## config.mk

```make
export PLATFORM = sky130hd
export DESIGN_NAME = ctl_serial_port
export DESIGN_NICKNAME = d
export VERILOG_FILES = /design/src/rtl/ctl_port_pkg.sv /design/src/rtl/ctl_sync.sv /design/src/rtl/ctl_shifter.sv /design/src/rtl/ctl_pacer.sv /design/src/rtl/ctl_serial_port.sv
export SDC_FILE = /design/constraint.sdc
export NUM_CORES = 1
export LEC_CHECK = 0
export BUFFER_PORTS_ARGS = -buffer_cell sky130_fd_sc_hd__buf_2
export CAP_MARGIN = 20
export CORE_MARGIN = 2
export CORE_UTILIZATION = 25
export DETAILED_ROUTE_END_ITERATION = 7
export HOLD_SLACK_MARGIN = 0.1
export MAX_ROUTING_LAYER = met4
export PLACE_DENSITY = 0.53
export SETUP_SLACK_MARGIN = 0.4
export SYNTH_ARGS = -nofsm -noshare
export SYNTH_HDL_FRONTEND = slang
export SYNTH_SLANG_ARGS = --single-unit
```

## constraint.sdc

```tcl
create_clock -name clk -period 1.43 [get_ports clk]
set_input_delay 0 -clock clk [delete_from_list [all_inputs] [get_ports clk]]
set_output_delay 0 -clock clk [all_outputs]
set_load 0.05 [all_outputs]
```

## src/rtl/ctl_port_pkg.sv

```systemverilog
package ctl_port_pkg;

    localparam int CMD_W   = 8;
    localparam int ADDR_W  = 16;
    localparam int DATA_W  = 16;
    localparam int FRAME_W = CMD_W + ADDR_W + DATA_W;
    localparam int CNT_W   = $clog2(FRAME_W + 1);

    typedef struct packed {
        logic [CMD_W-1:0]  cmd;
        logic [ADDR_W-1:0] addr;
        logic [DATA_W-1:0] data;
    } frame_t;

    typedef enum logic [2:0] {
        TGT_REG  = 3'd0,
        TGT_COEF = 3'd4,
        TGT_OFFS = 3'd5,
        TGT_MSEQ = 3'd6,
        TGT_DLY  = 3'd7
    } target_t;

    localparam logic [CMD_W-1:0]  MRST_CMD  = {2'b00, {(CMD_W-2){1'b1}}};
    localparam logic [DATA_W-1:0] MRST_DATA = {1'b1, {(DATA_W-1){1'b0}}};

    function automatic logic is_paced(input logic [CMD_W-1:0] cmd);
        return cmd[CMD_W-1] | cmd[CMD_W-2];
    endfunction

    function automatic target_t decode_target(input logic [CMD_W-1:0] cmd);
        return cmd[CMD_W-1] ? target_t'({1'b1, cmd[1:0]}) : TGT_REG;
    endfunction

endpackage

```

## src/rtl/ctl_sync.sv

```systemverilog
module ctl_sync #(
    parameter int             W       = 1,
    parameter logic [W-1:0]   RST_VAL = '0
) (
    input  logic         clk,
    input  logic         rst,
    input  logic [W-1:0] din,
    output logic [W-1:0] dout
);
    for (genvar i = 0; i < W; i++) begin : g_bit
        logic st1, st2;
        always_ff @(posedge clk) begin
            if (rst) begin
                st1 <= RST_VAL[i];
                st2 <= RST_VAL[i];
            end else begin
                st1 <= din[i];
                st2 <= st1;
            end
        end
        assign dout[i] = st2;
    end
endmodule

```

## src/rtl/ctl_shifter.sv

```systemverilog
module ctl_shifter
    import ctl_port_pkg::*;
(
    input  logic   clk,
    input  logic   rst,
    input  logic   cs_n,
    input  logic   sck,
    input  logic   sdi,
    output logic   frame_valid,
    output frame_t frame
);
    localparam logic [CNT_W-1:0] LAST = CNT_W'(FRAME_W - 1);
    localparam logic [CNT_W-1:0] FULL = CNT_W'(FRAME_W);

    logic               sck_q;
    logic               sck_rise;
    logic [CNT_W-1:0]   cnt;
    logic [FRAME_W-1:0] sh;

    assign sck_rise = sck & ~sck_q;
    assign frame    = frame_t'(sh);

    always_ff @(posedge clk) begin
        if (rst) begin
            sck_q       <= 1'b0;
            cnt         <= '0;
            sh          <= '0;
            frame_valid <= 1'b0;
        end else begin
            sck_q       <= sck;
            frame_valid <= 1'b0;
            if (cs_n) begin
                cnt <= '0;
                sh  <= '0;
            end else if (sck_rise && cnt != FULL) begin
                sh  <= {sh[FRAME_W-2:0], sdi};
                cnt <= cnt + 1'b1;
                if (cnt == LAST) frame_valid <= 1'b1;
            end
        end
    end

    AST_DESELECT_ABORTS: assert property (@(posedge clk) disable iff (rst)
        cs_n |=> (cnt == '0) && !frame_valid);
    AST_FRAME_FULL: assert property (@(posedge clk) disable iff (rst)
        frame_valid |-> (cnt == FULL));

endmodule

```

## src/rtl/ctl_pacer.sv

```systemverilog
module ctl_pacer #(
    parameter int PACE_TICKS = 2
) (
    input  logic clk,
    input  logic rst,
    input  logic start,
    input  logic clear,
    input  logic fs_tick,
    output logic busy
);
    localparam int TW = $clog2(PACE_TICKS + 1);
    localparam logic [TW-1:0] LAST_TICK = TW'(PACE_TICKS - 1);

    logic [TW-1:0] ticks;

    always_ff @(posedge clk) begin
        if (rst || clear) begin
            busy  <= 1'b0;
            ticks <= '0;
        end else if (start) begin
            busy  <= 1'b1;
            ticks <= '0;
        end else if (busy && fs_tick) begin
            if (ticks == LAST_TICK) begin
                busy  <= 1'b0;
                ticks <= '0;
            end else begin
                ticks <= ticks + 1'b1;
            end
        end
    end

    AST_BUSY_HOLDS: assert property (@(posedge clk) disable iff (rst)
        busy && !fs_tick && !clear |=> busy);
    AST_START_SETS: assert property (@(posedge clk) disable iff (rst)
        start && !clear |=> busy);

endmodule

```

## src/rtl/ctl_serial_port.sv

```systemverilog
module ctl_serial_port
    import ctl_port_pkg::*;
#(
    parameter int PACE_TICKS = 2
) (
    input  logic              clk,
    input  logic              rst,
    input  logic              cs_n,
    input  logic              sck,
    input  logic              sdi,
    input  logic              fs_tick,
    output logic              wr_valid,
    output logic [CMD_W-1:0]  wr_cmd,
    output logic [ADDR_W-1:0] wr_addr,
    output logic [DATA_W-1:0] wr_data,
    output logic [2:0]        wr_target,
    output logic              soft_rst,
    output logic              busy
);
    logic [2:0] pins_s;
    logic       frame_valid;
    frame_t     frame;
    logic       is_mrst;
    logic       accept;
    logic       do_rst;

    ctl_sync #(.W(3), .RST_VAL(3'b100)) u_sync (
        .clk  (clk),
        .rst  (rst),
        .din  ({cs_n, sck, sdi}),
        .dout (pins_s)
    );

    ctl_shifter u_shift (
        .clk         (clk),
        .rst         (rst),
        .cs_n        (pins_s[2]),
        .sck         (pins_s[1]),
        .sdi         (pins_s[0]),
        .frame_valid (frame_valid),
        .frame       (frame)
    );

    always_comb begin
        is_mrst = (frame.cmd == MRST_CMD);
        accept  = frame_valid && !busy && !is_mrst;
        do_rst  = frame_valid && is_mrst && (frame.data == MRST_DATA);
    end

    ctl_pacer #(.PACE_TICKS(PACE_TICKS)) u_pace (
        .clk     (clk),
        .rst     (rst),
        .start   (accept && is_paced(frame.cmd)),
        .clear   (do_rst),
        .fs_tick (fs_tick),
        .busy    (busy)
    );

    always_ff @(posedge clk) begin
        if (rst) begin
            wr_valid  <= 1'b0;
            soft_rst  <= 1'b0;
            wr_cmd    <= '0;
            wr_addr   <= '0;
            wr_data   <= '0;
            wr_target <= '0;
        end else begin
            wr_valid <= accept;
            soft_rst <= do_rst;
            if (accept) begin
                wr_cmd    <= frame.cmd;
                wr_addr   <= frame.addr;
                wr_data   <= frame.data;
                wr_target <= decode_target(frame.cmd);
            end
        end
    end

    AST_REJECT_BUSY: assert property (@(posedge clk) disable iff (rst)
        frame_valid && busy |=> !wr_valid);
    AST_STROBE_EXCL: assert property (@(posedge clk) disable iff (rst)
        $onehot0({wr_valid, soft_rst}));
    AST_PACED_BUSY: assert property (@(posedge clk) disable iff (rst)
        wr_valid && is_paced(wr_cmd) |-> busy);
    AST_RST_FREES: assert property (@(posedge clk) disable iff (rst)
        soft_rst |-> !busy);

endmodule

```

After elaboration in Yosys (flattened, before gate mapping)
Cells that the tools add are included.
Word-level totals
  word-level logic and storage cells: 51
  output and inout bits: 46
  bits in registers: 102
Cells by class
  reductions and logical operators: 16
  bitwise logic cells: 4
  add/sub/neg operators: 2
  eq/ne operators: 5
  multiplexer cells: 6
Operator list (number)
  equality test 16 bit (second input constant): 1
  equality test 8 x 6 -> 1 bit (second input constant): 1
  logical AND 1 bit: 7
  adder 6 x 1 -> 6 bit (second input constant): 1
  equality test 6 bit (second input constant): 1
  != test 6 bit (second input constant): 1
  2-to-1 mux 1 bit: 4
  nonzero test 2 bit: 2
  OR reduction 2 bit: 2
  2-to-1 mux 3 bit: 1
  OR reduction 3 bit: 1
  adder 2 x 1 -> 2 bit (second input constant): 1
  equality test 2 x 1 -> 1 bit (second input constant): 1
  zero test 1 bit: 2
  2-to-1 mux 2 bit: 1
  inverter 1 bit: 2
  AND reduction 2 bit: 1
  AND 1 bit: 1
  logical OR 1 bit: 1
  OR 1 bit: 1

Logic depth before layout (Yosys ltp)
  depth in word-level cells: 6
  gate-level depth with buffers: 8
  depth with buffers taken out: 6

By module
A second synthesis with hierarchy kept.
Unflattened totals
  cells, all modules: 399
  area total of the unflattened synthesis: 4022.6 um2
By module, submodules not included
  ctl_serial_port: times used 1, cells each 198, area each 1860.5 um2
  ctl_shifter: times used 1, cells each 174, area each 1853.0 um2
  ctl_sync: times used 1, cells each 15, area each 180.2 um2
  ctl_pacer: times used 1, cells each 12, area each 128.9 um2

Worst setup path before layout
OpenSTA, ideal clock, no wires.
  kind: register to register
  start point: register u_pace.busy
  end point: register wr_cmd[1]
  stages on the path, launching flop included: 6
  arrival: 1.448 ns
  data required time: 1.360 ns
  library setup time: 0.070 ns
  slack: -0.088 ns
  clock period less this slack: 1.518 ns
  cell sequence: dfxtp_1 nand2b_2 a41oi_4 buf_6 nand2_1 a21oi_2
On the way
  longest elaborated chain between the ends: 3
RTL lines
  start: declaration: RTL line ctl_pacer.sv:9  | output logic busy
  start signal: assignment: RTL line ctl_pacer.sv:18  | busy <= 1'b0;
  start signal: assignment: RTL line ctl_pacer.sv:21  | busy <= 1'b1;
  start signal: assignment: RTL line ctl_pacer.sv:25  | busy <= 1'b0;
  zero test 1 bit: RTL line ctl_serial_port.sv:46  | accept = frame_valid && !busy && !is_mrst;
  logical AND 1 bit (2 in series): RTL line ctl_serial_port.sv:46
  end signal: assignment: RTL line ctl_serial_port.sv:71  | wr_cmd <= frame.cmd;
  end: declaration: RTL line ctl_serial_port.sv:13  | output logic [CMD_W-1:0] wr_cmd,
Every way passes these cells.
A chain may end at the register's enable or synchronous reset.

Worst setup path in the final report
  start point: register u_shift.cnt[1]
  end point: register u_shift.sh[27], in the netlist u_shift.frame[27]
On the way
  longest elaborated chain between the ends: 2
RTL lines
  start: declaration: RTL line ctl_shifter.sv:17  | logic [CNT_W-1:0] cnt;
  start signal: assignment: RTL line ctl_shifter.sv:37  | cnt <= cnt + 1'b1;
  != test 6 bit: RTL line ctl_shifter.sv:35  | end else if (sck_rise && cnt != FULL) begin
  logical AND 1 bit: RTL line ctl_shifter.sv:35
  end signal: assignment: RTL line ctl_shifter.sv:36  | sh <= {sh[FRAME_W-2:0], sdi};
  end: declaration: RTL line ctl_shifter.sv:18  | logic [FRAME_W-1:0] sh;
Every way passes these cells.

==> results summary <==
The flow ran to the end, but the final reports show violations. The checks that failed: setup timing. The via count of the first global-routing pass came to 3157. For the worst setup path, the data arrival time is 1.72 ns. The post-synthesis area per instance came out at ~8.6 µm². The largest stage delay on the critical path is 0.35 ns.

The final worst slack came out at -0.0191 ns. The number of hold violations in the final report came out at 0. The clock slew seen by the registers of the worst setup and hold paths is 0.07 ns. The number of nets in the final layout came out at roughly 540. The floorplan step defined a die boundary enclosing 0.0163 mm². The total clock buffers created by CTS came out at 9. The buffers plus inverters on the worst setup path came out at 3. The post-route antenna net violation count is 0. The number of register bits inferred by synthesis is 101. The first-pass iteration count of the detailed router came out at 4. The number of I/O pins is 52. The slowest stage of the critical path belongs to the cell sky130_fd_sc_hd__dfxtp_4. The cell area that synthesis handed to floorplanning was 0.00382 mm². TritonCTS built the clock tree. The detailed router finished its first iteration with 101 violations. The post-route core utilization is 39.8%. The number of nets produced by synthesis is 451. The number of vias after detailed routing is 3270. The number of buffers inserted by port buffering is 51. For the worst setup path, the data required time is 1.70 ns. The combinational group share of total power came out at 3.1%. The fraction of synthesized cell area taken by the top area cell type is 53.0%. The count of final max-slew check failures is 0.

In this run, synthesis inferred 0 flip-flops with an integrated enable. The share of the cycle needed by the critical path after routing is 101%. The leakage power figure is 2.08 nW. The number of library cell types mapped by synthesis is 32. Of the total power, registers draw between 50% and 60%. The maximum fanout count along the critical path came out at 8. The worst slew margin relative to its limit came out at 75.5%.

CTS placed an instance of sky130_fd_sc_hd__clkbuf_16 at the clock tree root. The initial antenna violation count is 0. Of the total power, the share spent switching nets is 20.9%.

The average detailed-routed wire length per instance is between 10 and 15 µm. The number of maximum-capacitance violations is 0. The leftover overflow at the end of global routing is 0. The proportion of synthesized chip area in sequential cells came out at approximately 53%. The number of buffers on the longest clock path came out at 2. The area occupied by multi-input gates came out at 0.00224 mm². After routing, the total negative slack on setup checks comes to -0.0297 ns. Setup repair after global routing could not meet its margin everywhere. The final weighted congestion in routability-driven placement came out at 0.723. The gate family responsible for the most delay along the worst path is compound AO/OA/AOI/OAI gates. The first-pass GRT wire length is ~15 mm.

In the synthesized netlist the dominant register cell turns out to be sky130_fd_sc_hd__dfxtp_1. Traced cell by cell, the critical path runs through inv_4, ha_4, nand2_4, o31ai_4, buf_6, buf_6, nand2_1, a21oi_1. Of all flip-flops after synthesis, the portion carrying an async set or reset was 0%. The maximum vdd drop is around 600 µV. Clock tree synthesis found a total of roughly 100 sinks. For this configuration, the core starts out at a cell density of between 20% and 30%. Fill cells in the final layout number around 1400. The worst setup path is captured at a register. Yosys attributes the largest share of cell area to sky130_fd_sc_hd__dfxtp_1, sky130_fd_sc_hd__nand2_1, sky130_fd_sc_hd__a21oi_2. The H-tree was split into 3 levels. The floorplan has 45 rows. The critical path is of the reg -> reg type. For this design the ratio of total power to cell area is roughly 900 mW/mm². The area taken by flip-flops and latches is 0.00205 mm². The clock period minus final worst setup slack came out at 1.45 ns. The setup skew after layout came out at 0.0101 ns. The library cells used most frequently in the layout, excluding fill and tap cells, are sky130_fd_sc_hd__dfxtp_1, sky130_fd_sc_hd__nand2_1, sky130_fd_sc_hd__a21oi_2.

During synthesis, Yosys emitted a total of 0 warnings. The DRC violations left came out at 0. The detailed-route wire length is 9.82 mm. Counting every instance in the synthesized netlist gives 443. The HPWL reported at the end of detailed placement is 5.84 mm. The startpoint type of the worst setup path is a register.

Entering global routing, the biggest net connects 55 pins. The power spent charging and discharging nets came out at 1.15 mW. The insertion delay of the later-clocked pin in the worst-skew pair is 0.35 ns.

Global routing used ~12% of the available tracks across all layers. The area growth from synthesis to layout is 56.6%. The internal power of the cells came out at 4.33 mW.

At the pin with the least slew margin, the transition time is 0.367 ns. The antenna diode count came out at 0. The post-route netlist has 57.2% of its cells at a drive strength greater than 1. The worst min-delay path category is in -> reg. Leaving out fill and tap cells, the most frequent cell in the layout is sky130_fd_sc_hd__dfxtp_1. The maximum frequency from static timing analysis is 690 MHz. The die is around 130 µm tall. The horizontal die dimension came out at 128 µm.

The relative contribution of the clock network to total power came out at 45.5%. The core outline area came out at roughly 0.015 mm². Setup violations remaining at the end of the flow were counted as 2.

The routed via count divided by cell count is 4.49. The leading area contributor after synthesis is sky130_fd_sc_hd__dfxtp_1. The critical path's most frequent cell is sky130_fd_sc_hd__buf_6.
[tightest hold or removal path, cell delays in order]
cell and delay (ns):
sky130_fd_sc_hd__buf_2 0.12, sky130_fd_sc_hd__buf_12 0.19, sky130_fd_sc_hd__nor2b_1 0.12
[cells in the mapped netlist (2+ instances only)]
master / n
sky130_fd_sc_hd__a21oi_1: 54
sky130_fd_sc_hd__a21oi_2: 31
sky130_fd_sc_hd__buf_2: 8
sky130_fd_sc_hd__buf_4: 5
sky130_fd_sc_hd__buf_6: 7
sky130_fd_sc_hd__clkbuf_1: 9
sky130_fd_sc_hd__dfxtp_1: 101
sky130_fd_sc_hd__ha_1: 2
sky130_fd_sc_hd__inv_1: 2
sky130_fd_sc_hd__nand2_1: 166
sky130_fd_sc_hd__nand3_1: 6
sky130_fd_sc_hd__nand4_1: 3
sky130_fd_sc_hd__nor2_1: 10
sky130_fd_sc_hd__nor2b_1: 7
sky130_fd_sc_hd__nor3_1: 4
sky130_fd_sc_hd__nor4_1: 7
sky130_fd_sc_hd__or2_2: 3
sky130_fd_sc_hd__xor2_1: 4
[cell type report]
type                       instances  share of cell area, %
timing repair buffer             111                   18.9
multi-input combinational        310                   37.5
sequential                       101                   34.4
clock inverter                     3                  0.733
clock buffer                      13                   4.35
inverter                           2                  0.209
tap                              188                   3.94
[flip-flops by register name, indices dropped and copies added (netlist names)]
register,flops
wr_valid,1
u_pace.busy,1
wr_addr,16
wr_data,16
u_sync.g_bit.st1,3
u_shift.sck_q,1
wr_target,2
u_shift.cnt,6
u_shift.frame_valid,1
soft_rst,1
u_sync.g_bit.st2,3
wr_cmd,8
u_shift.frame,40
u_pace.ticks,2
[routing by layer]
| metal | vias to the layer above | track usage (%) | part of all wire (%) |
|---|---|---|---|
| met5 | - | - | 0 |
| met4 | 0 | 4.07 | 1.4 |
| met3 | 10 | 4.36 | 4.7 |
| met2 | 63 | 19.5 | 48 |
| met1 | 1561 | 14.2 | 46 |
| li1 | 1636 | - | - |
[per-stage QoR]
step                      area, µm²  instances  hold WS, ns  power [mW]  setup WS [ns]
final                          5980        728        0.127        5.48        -0.0191
after global routing           5980        728        0.128        5.71        -0.0579
after CTS                      5250        718        0.129        5.53         0.0378
after detailed placement       4490        676        0.186        3.00         0.0211
after global placement         4490        676        0.184        3.00         0.0715
after floorplan                3980        443        0.104        2.97          0.125
[timing repair]
action | 4_1_cts | 5_1_grt
endpoints found under the hold margin | 6 | 0
resized for setup | 43 | 192
pin swaps | 24 | 104
cloned | 4 | 5
buffers inserted | 18 | 5
hold buffers | 4 | 0
endpoints found under the setup margin | 94 | 101
[worst paths after layout]
check	start	slack, ns	depth (start not counted)	to
worst max-delay path	u_shift.cnt[1]	-0.02	8	u_shift.frame[27]
worst min-delay path	rst	0.13	3	u_shift.sck_q
worst max register to register	u_shift.cnt[1]	-0.02	8	u_shift.frame[27]
worst min register to register	u_sync.g_bit[2].st1	0.42	1	u_sync.g_bit[2].st2
[power by group through the flow]
stage               Sequential [mW]  Clock, mW  Combinational, mW
CTS                            2.81       2.57              0.138
finish                         2.81       2.50              0.172
detailed placement             2.88          0              0.118
global placement               2.88          0              0.116
global route                   2.81       2.71              0.185
floorplan                      2.88          0             0.0864
[cells by family (layout without fill, tap and decap cells)]
family / after synthesis / after routing / share of synthesized area [%]
AOI/OAI and AO/OA: 89 / 89 / 16.3
xor gates and xnor gates: 5 / 5 / 1.15
buffers and inverters: 32 / 129 / 5.28
DFF: 101 / 101 / 53.0
and+or+nand+nor: 214 / 214 / 23.7
adders and majority gates: 2 / 2 / 0.655
Note: power is estimated with default switching activity, not from simulation.
